<file path="config.mk">
export PLATFORM = sky130hd
export DESIGN_NAME = clkdiv_seq
export DESIGN_NICKNAME = d
export VERILOG_FILES = /design/src/rtl/clkdiv_pkg.sv /design/src/rtl/clkdiv_codec.sv /design/src/rtl/clkdiv_refr_tbl.sv /design/src/rtl/clkdiv_timer.sv /design/src/rtl/clkdiv_seq.sv
export SDC_FILE = /design/constraint.sdc
export NUM_CORES = 1
export LEC_CHECK = 0
export BUFFER_PORTS_ARGS = -buffer_cell sky130_fd_sc_hd__buf_2
export CAP_MARGIN = 20
export CORE_MARGIN = 10
export CORE_UTILIZATION = 50
export DETAILED_ROUTE_END_ITERATION = 7
export PLACE_DENSITY = 0.73
export RECOVER_POWER = 25
export SLEW_MARGIN = 30
export SYNTH_ARGS = -nofsm -noshare
export SYNTH_HDL_FRONTEND = slang
export SYNTH_SLANG_ARGS = --single-unit
</file>
<file path="constraint.sdc">
create_clock -name clk -period 9.5 [get_ports clk]
set_input_delay 0.475 -clock clk [delete_from_list [all_inputs] [get_ports clk]]
set_output_delay 0.475 -clock clk [all_outputs]
set_load 0.05 [all_outputs]
</file>
<file path="src/rtl/clkdiv_pkg.sv">
package clkdiv_pkg;

  typedef enum logic [1:0] {S_IDLE, S_PLAN, S_EXEC, S_WAIT} seq_state_e;
  typedef enum logic [1:0] {K_DN21, K_UP12, K_GROW, K_SHRK} hop_kind_e;
  typedef enum logic [2:0] {OP_SRCLR, OP_SRSET, OP_REFR, OP_WDIV, OP_END} step_op_e;

  localparam int N_RATIOS = 5;
  localparam int CNT_W    = 7;
  localparam int CNT_LSB  = 8;
  localparam int SR_BIT   = 16;
  localparam int MC_W     = 17;

  // divide ratio for a target index (0..4); zero for illegal indices
  function automatic logic [3:0] ratio_of(input logic [2:0] idx);
    case (idx)
      3'd0:    return 4'd1;
      3'd1:    return 4'd2;
      3'd2:    return 4'd4;
      3'd3:    return 4'd6;
      3'd4:    return 4'd8;
      default: return 4'd0;
    endcase
  endfunction

  // refresh count: floor(hz * 7.8us / (64 * ratio)), saturated to field width
  function automatic logic [CNT_W-1:0] refr_count(input longint hz, input logic [2:0] idx);
    longint ticks;
    longint r;
    r = longint'(ratio_of(idx));
    if (r == 0) r = 1;
    ticks = (hz * 78) / 10_000_000;
    ticks = ticks / (64 * r);
    if (ticks > 127) ticks = 127;
    return CNT_W'(ticks);
  endfunction

  // ordered register operations for each kind of single step
  function automatic step_op_e op_at(input hop_kind_e k, input logic [1:0] s);
    step_op_e o;
    o = OP_END;
    case (k)
      K_DN21: case (s)
        2'd0: o = OP_SRCLR;
        2'd1: o = OP_WDIV;
        2'd2: o = OP_REFR;
        default: o = OP_END;
      endcase
      K_UP12: case (s)
        2'd0: o = OP_REFR;
        2'd1: o = OP_WDIV;
        2'd2: o = OP_SRSET;
        default: o = OP_END;
      endcase
      K_GROW: case (s)
        2'd0: o = OP_REFR;
        2'd1: o = OP_WDIV;
        default: o = OP_END;
      endcase
      default: case (s)
        2'd0: o = OP_WDIV;
        2'd1: o = OP_REFR;
        default: o = OP_END;
      endcase
    endcase
    return o;
  endfunction

endpackage

</file>
<file path="src/rtl/clkdiv_codec.sv">
module clkdiv_codec (
  input  logic [2:0] idx_in,
  output logic [2:0] mode_out,
  output logic       idx_ok,
  input  logic [2:0] mode_in,
  output logic [2:0] idx_out,
  output logic       mode_ok
);

  always_comb begin
    idx_ok = 1'b1;
    case (idx_in)
      3'd0:    mode_out = 3'b000;
      3'd1:    mode_out = 3'b001;
      3'd2:    mode_out = 3'b011;
      3'd3:    mode_out = 3'b010;
      3'd4:    mode_out = 3'b100;
      default: begin
        mode_out = 3'b000;
        idx_ok   = 1'b0;
      end
    endcase
  end

  always_comb begin
    mode_ok = 1'b1;
    case (mode_in)
      3'b000:  idx_out = 3'd0;
      3'b001:  idx_out = 3'd1;
      3'b011:  idx_out = 3'd2;
      3'b010:  idx_out = 3'd3;
      3'b100:  idx_out = 3'd4;
      default: begin
        idx_out = 3'd0;
        mode_ok = 1'b0;
      end
    endcase
  end

endmodule

</file>
<file path="src/rtl/clkdiv_refr_tbl.sv">
module clkdiv_refr_tbl
  import clkdiv_pkg::*;
#(
  parameter longint CORE_HZ = 100_000_000
) (
  input  logic [2:0]       idx,
  output logic [CNT_W-1:0] cnt
);

  logic [CNT_W-1:0] tbl [N_RATIOS];

  for (genvar i = 0; i < N_RATIOS; i++) begin : g_entry
    localparam logic [CNT_W-1:0] ENTRY = refr_count(CORE_HZ, 3'(i));
    assign tbl[i] = ENTRY;
  end

  always_comb begin
    cnt = '0;
    for (int i = 0; i < N_RATIOS; i++) begin
      if (idx == 3'(i)) cnt = tbl[i];
    end
  end

endmodule

</file>
<file path="src/rtl/clkdiv_timer.sv">
module clkdiv_timer #(
  parameter int W = 18
) (
  input  logic         clk,
  input  logic         rst,
  input  logic         load,
  input  logic [W-1:0] load_val,
  output logic         expired
);

  logic [W-1:0] cnt_q;

  always_ff @(posedge clk) begin
    if (rst) begin
      cnt_q <= '0;
    end else if (load) begin
      cnt_q <= (load_val == '0) ? '0 : load_val - W'(1);
    end else if (cnt_q != '0) begin
      cnt_q <= cnt_q - W'(1);
    end
  end

  assign expired = (cnt_q == '0);

endmodule

</file>
<file path="src/rtl/clkdiv_seq.sv">
module clkdiv_seq
  import clkdiv_pkg::*;
#(
  parameter longint CORE_HZ  = 100_000_000,
  parameter int     LOCK_CYC = 16
) (
  input  logic            clk,
  input  logic            rst,
  input  logic            req_valid,
  output logic            req_ready,
  input  logic [2:0]      req_index,
  output logic            done,
  output logic            err,
  output logic [2:0]      div_mode,
  output logic [MC_W-1:0] mem_ctl
);

  localparam int WAIT_W = 18;
  localparam int GAP_W  = $clog2(LOCK_CYC + 1) + 1;
  localparam logic [CNT_W-1:0] CNT_RST = refr_count(CORE_HZ, 3'd0);

  seq_state_e       state_q;
  hop_kind_e        kind_q, kind_d;
  logic [2:0]       tgt_q, old_q, hop_q, hop_d, hopmode_q, hop_mode;
  logic [1:0]       step_q;
  logic [2:0]       mode_q;
  logic             sr_q;
  logic [CNT_W-1:0] cnt_q, cnt_new;
  logic             ready_q, done_q, err_q;
  logic [2:0]       cur_idx;
  logic             cur_ok, hop_ok;
  step_op_e         op_now;
  logic             drain_en;
  logic             tmr_load, tmr_expired;
  logic [WAIT_W-1:0] tmr_val, sum_w, drain_len;

  clkdiv_codec u_codec (
    .idx_in   (hop_d),
    .mode_out (hop_mode),
    .idx_ok   (hop_ok),
    .mode_in  (mode_q),
    .idx_out  (cur_idx),
    .mode_ok  (cur_ok)
  );

  clkdiv_refr_tbl #(.CORE_HZ(CORE_HZ)) u_tbl (
    .idx (hop_q),
    .cnt (cnt_new)
  );

  clkdiv_timer #(.W(WAIT_W)) u_tmr (
    .clk      (clk),
    .rst      (rst),
    .load     (tmr_load),
    .load_val (tmr_val),
    .expired  (tmr_expired)
  );

  // step planning: detour through /2 when /1 meets a ratio above 2
  always_comb begin
    if ((cur_idx == 3'd0 && tgt_q > 3'd1 && tgt_q < 3'd5) ||
        (cur_idx > 3'd1 && tgt_q == 3'd0))
      hop_d = 3'd1;
    else
      hop_d = tgt_q;

    if (cur_idx == 3'd1 && hop_d == 3'd0)      kind_d = K_DN21;
    else if (cur_idx == 3'd0 && hop_d == 3'd1) kind_d = K_UP12;
    else if (hop_d > cur_idx)                  kind_d = K_GROW;
    else                                       kind_d = K_SHRK;
  end

  // wait lengths
  always_comb begin
    op_now    = op_at(kind_q, step_q);
    drain_en  = (kind_q == K_UP12 || kind_q == K_SHRK) && !sr_q;
    sum_w     = WAIT_W'(cnt_q) + WAIT_W'(cnt_new);
    drain_len = (sum_w * WAIT_W'(ratio_of(old_q))) << 6;
    tmr_load  = 1'b0;
    tmr_val   = '0;
    if (state_q == S_EXEC) begin
      if (op_now == OP_WDIV) begin
        tmr_load = 1'b1;
        tmr_val  = WAIT_W'(LOCK_CYC);
      end else if (op_now == OP_REFR && drain_en) begin
        tmr_load = 1'b1;
        tmr_val  = drain_len;
      end
    end
  end

  always_ff @(posedge clk) begin
    if (rst) begin
      state_q   <= S_IDLE;
      kind_q    <= K_GROW;
      tgt_q     <= '0;
      old_q     <= '0;
      hop_q     <= '0;
      hopmode_q <= '0;
      step_q    <= '0;
      mode_q    <= 3'b000;
      sr_q      <= 1'b0;
      cnt_q     <= CNT_RST;
      ready_q   <= 1'b1;
      done_q    <= 1'b0;
      err_q     <= 1'b0;
    end else begin
      done_q <= 1'b0;
      err_q  <= 1'b0;
      case (state_q)
        S_IDLE: begin
          if (req_valid && ready_q) begin
            tgt_q   <= req_index;
            ready_q <= 1'b0;
            state_q <= S_PLAN;
          end
        end
        S_PLAN: begin
          if (!hop_ok || !cur_ok) begin
            done_q  <= 1'b1;
            err_q   <= 1'b1;
            ready_q <= 1'b1;
            state_q <= S_IDLE;
          end else if (cur_idx == tgt_q) begin
            done_q  <= 1'b1;
            ready_q <= 1'b1;
            state_q <= S_IDLE;
          end else begin
            old_q     <= cur_idx;
            hop_q     <= hop_d;
            hopmode_q <= hop_mode;
            kind_q    <= kind_d;
            step_q    <= '0;
            state_q   <= S_EXEC;
          end
        end
        S_EXEC: begin
          step_q <= step_q + 2'd1;
          case (op_now)
            OP_SRCLR: sr_q <= 1'b0;
            OP_SRSET: sr_q <= 1'b1;
            OP_REFR: begin
              cnt_q <= cnt_new;
              if (drain_en) state_q <= S_WAIT;
            end
            OP_WDIV: begin
              mode_q  <= hopmode_q;
              state_q <= S_WAIT;
            end
            default: state_q <= S_PLAN;
          endcase
        end
        default: begin
          if (tmr_expired) state_q <= S_EXEC;
        end
      endcase
    end
  end

  assign req_ready = ready_q;
  assign done      = done_q;
  assign err       = err_q;
  assign div_mode  = mode_q;

  always_comb begin
    mem_ctl                          = '0;
    mem_ctl[SR_BIT]                  = sr_q;
    mem_ctl[CNT_LSB +: CNT_W]        = cnt_q;
  end

  // cycles since the last divider change, saturating
  logic [2:0]       mode_dly;
  logic [GAP_W-1:0] since_div;

  always_ff @(posedge clk) begin
    if (rst) begin
      mode_dly  <= 3'b000;
      since_div <= GAP_W'(LOCK_CYC);
    end else begin
      mode_dly <= mode_q;
      if (mode_q != mode_dly)
        since_div <= '0;
      else if (since_div < GAP_W'(LOCK_CYC))
        since_div <= since_div + GAP_W'(1);
    end
  end

  a_r1_mode_legal: assert property (@(posedge clk) disable iff (rst) cur_ok);

  a_r4_leave_div1: assert property (@(posedge clk) disable iff (rst)
    ($past(mode_q) == 3'b000 && mode_q != 3'b000) |-> mode_q == 3'b001);

  a_r4_enter_div1: assert property (@(posedge clk) disable iff (rst)
    ($past(mode_q) != 3'b000 && mode_q == 3'b000) |-> $past(mode_q) == 3'b001);

  a_r5_srclr_at_div2: assert property (@(posedge clk) disable iff (rst)
    $fell(sr_q) |-> mode_q == 3'b001);

  a_r6_srset_at_div2: assert property (@(posedge clk) disable iff (rst)
    $rose(sr_q) |-> mode_q == 3'b001);

  a_r9_lock_gap: assert property (@(posedge clk) disable iff (rst)
    (mem_ctl != $past(mem_ctl) || done_q) |-> since_div >= GAP_W'(LOCK_CYC));

  a_r11_ready_drop: assert property (@(posedge clk) disable iff (rst)
    (req_valid && req_ready) |=> !req_ready);

  a_r11_done_pulse: assert property (@(posedge clk) disable iff (rst)
    done |=> !done);

  a_r2_err_with_done: assert property (@(posedge clk) disable iff (rst)
    err |-> done);

endmodule

</file>
==> out/metrics.cfg <==
[critical_path]
cp_max_fo=9
arrival_ns=5.46
max_stage_delay_ns=0.53
r2r_slack_ns=4.28
critPathTopFamily=adder cells
crit_type=reg -> reg
critPathSlowestCell=fa_1
crit_top_cell=fa_1
cp-end-kind=register
crit_chain=xnor2_1, nor2_1, ha_1, fa_1, xnor2_1, nand2b_1, fa_1, inv_1, fa_1, fa_1, a211oi_1, nor2_1, o221ai_1, o21ai_1, a221oi_1, a22o_1
path_buf_inv=1
cp.required_ns=9.74
worstSetupStartpointType=register

[clocking]
cts.sinks=47
cts_resized=0
cts_hold_buf=0
cts_made_buffers=5
path_clk_slew_ns=0.08
cts_buffer_depth=2
postCtsSetupRepairBufs=0
h-tree-depth=2
clk-insertion-delay-late_ns=0.30
clock-root-buffer=clkbuf_8
tritoncts=yes

[global_routing]
grt_max_degree=35
grt_overflow=0
grt_usage_pct=14.7
grt_pass1_wl_um=14700
grt_pass1_vias=3270
grt_antenna_before_repair=0

[place]
place.gp.congestion=0.864
placedCellCount=574
dp_hpwl_um=6690
io_buffers=16
postPlaceCellArea_um2=3940

[cells_and_area]
final_cell_area_um2=4000
area_growth_pct=3.76
antenna_cells=0
layout.nets=526
drive_above_1_share_pct=7.28
fillCellCount=743
stdcell_count=580

[synthesis]
yosys.area.top_type_share_pct=24.4
synth_edf_count=0
synthArstFlopShare_pct=0
yosysSeqAreaShare_pct=24.4
synth_top_flop_cell=dfxtp_1
yosys.area.top_type=dfxtp_1
yosysWarnings=0
netlist_area_um2=3860
synth_area_leaders=dfxtp_1, ha_1, nor2_1
syn_inst=480
avgSynthCellArea_um2=8.04
ys_seq_elements=47
synth_cell_type_count=64

[drt]
drt_iter0_drc=142
wl_per_cell_um=14.7
wl_um=8510
firstDrtPassIters=4
vias_per_cell=5.74
antenna_left=0
vias=3327
drc=0

[flow_run]
maxCapViolCount=0

[sta]
fin_crit_sh_pct=54.9
relSlewSlack_pct=35.3
skew_ns=0.00955
tightestPinTransition_ns=0.970
finalSetupTns_ns=0
hold_violations=0
period_needed_ns=5.22
fmax_ghz=0.192
setup_viol=0
slew_viol_final=0
rsz0062_at_grt=no

[floorplan]
die_w_um=108
dieArea_um2=11600
rows=31
initial_core_util_pct=52.3
core_um2=7370
io_pins=29
dieHeight_um=108

[outcome]
status=finished clean

[min_path]
hold_path.class=in -> reg

[pwr]
p_per_area_nw_per_um2=229
ir_drop_mv=0.0773
power_leakage_nw=1.71

-- layout by cell type, fill, tap and decap left out, drive strengths merged, types with 6 or more instances in the layout --
master | Yosys | layout
a211oi | 8 | 8
a21o | 10 | 10
a21oi | 37 | 37
buf | 17 | 8
clkbuf | 16 | 14
conb | 1 | 12
dfxtp | 47 | 47
fa | 7 | 7
ha | 31 | 31
inv | 20 | 20
mux2i | 12 | 12
nand2 | 33 | 33
nand2b | 12 | 12
nand3 | 13 | 13
nor2 | 52 | 52
nor2b | 10 | 10
nor3 | 12 | 12
o21a | 8 | 8
o21ai | 17 | 17
or2 | 6 | 6
or3 | 7 | 7
xnor2 | 15 | 15
xor2 | 9 | 9
-- through the flow --
stage / util, % / power (mW) / hold WS (ns) / setup slack (ns)
finish: 54.3 / 0.917 / 0.412 / 4.28
global route: 54.3 / 0.996 / 0.422 / 3.80
CTS: 54.5 / 0.922 / 0.402 / 4.27
detailed placement: 53.4 / 0.805 / 0.448 / 4.33
global placement: 53.4 / 0.787 / 0.443 / 4.50
floorplan: - / 0.707 / 0.437 / 4.75
-- registers in the layout, indices dropped and copies added (netlist names) --
register     count
u_tmr.cnt_q     18
done             1
hopmode_q        3
step_q           2
state_q          2
hop_q            3
err              1
old_q            3
sr_q             1
cnt_q            4
div_mode         3
kind_q           2
tgt_q            3
req_ready        1
-- Yosys cell counts (8+ instances only) --
master,instances
a21o_1,10
a21oi_1,36
buf_4,13
clkbuf_1,16
dfxtp_1,47
ha_1,31
inv_1,20
mux2i_1,12
nand2_1,33
nand2b_1,12
nand3_1,13
nor2_1,52
nor2b_1,10
nor3_1,12
o21a_1,8
o21ai_0,15
xnor2_1,15
xor2_1,9
-- path summary, 6_finish.rpt --
path	depth (start not counted)	endpoint	from
setup reg to reg	16	u_tmr.cnt_q[10]$_SDFFE_PP0P_	hop_q[2]$_SDFFE_PP0P_
hold reg to reg	2	hopmode_q[2]$_SDFFE_PP0P_	hopmode_q[2]$_SDFFE_PP0P_
setup / recovery	16	u_tmr.cnt_q[10]$_SDFFE_PP0P_	hop_q[2]$_SDFFE_PP0P_
hold / removal	3	tgt_q[2]$_SDFFE_PP0P_	req_index[2]
-- per-layer routing --
metal	GRT usage, %	routed length, um
met1	17.8	4010
met2	26.8	4210
met3	2.16	259
met4	2.96	34
met5	0	0
-- logic make-up (layout without fill, tap and decap cells) --
family                     Yosys count  in the layout  synth area share (%)
DFF                                 47             47                  24.4
muxes                               14             14                  3.70
and+or+nand+nor                    173            173                  22.6
buffers and inverters               53             43                  6.52
AOI/OAI and AO/OA                  130            130                  23.6
xor gates and xnor gates            24             24                  5.45
other                                1             12                0.0972
adders and majority gates           38             38                  13.7
-- power by group --
| group | total, mW | switching, mW | leakage (nW) | internal [mW] |
|---|---|---|---|---|
| clock network | 0.113 | 0.0640 | 0.0361 | 0.0490 |
| registers | 0.295 | 0.0517 | 0.383 | 0.244 |
| logic | 0.508 | 0.299 | 1.29 | 0.210 |
| total | 0.917 | 0.414 | 1.71 | 0.502 |
-- area by class of cell --
cell class | count | area (um^2) | area share [%]
clock buffers | 5 | 68.8 | 1.72
clock inverters | 1 | 7.51 | 0.188
inverters | 20 | 75.1 | 1.88
multi-input cells | 391 | 2710 | 67.7
flip-flops and latches | 47 | 941 | 23.5
well taps | 99 | 124 | 3.09
repair buffers | 17 | 76.3 | 1.91
-- worst reg2reg max path, cell delays in order (launching register included) --
cell	delay [ns]
dfxtp_1	0.42
xnor2_1	0.14
nor2_1	0.07
ha_1	0.21
fa_1	0.42
xnor2_1	0.19
nand2b_1	0.18
fa_1	0.48
inv_1	0.05
fa_1	0.53
fa_1	0.49
a211oi_1	0.38
nor2_1	0.12
o221ai_1	0.47
o21ai_1	0.33
a221oi_1	0.49
a22o_1	0.19
Power figures use the tool's default switching activity.
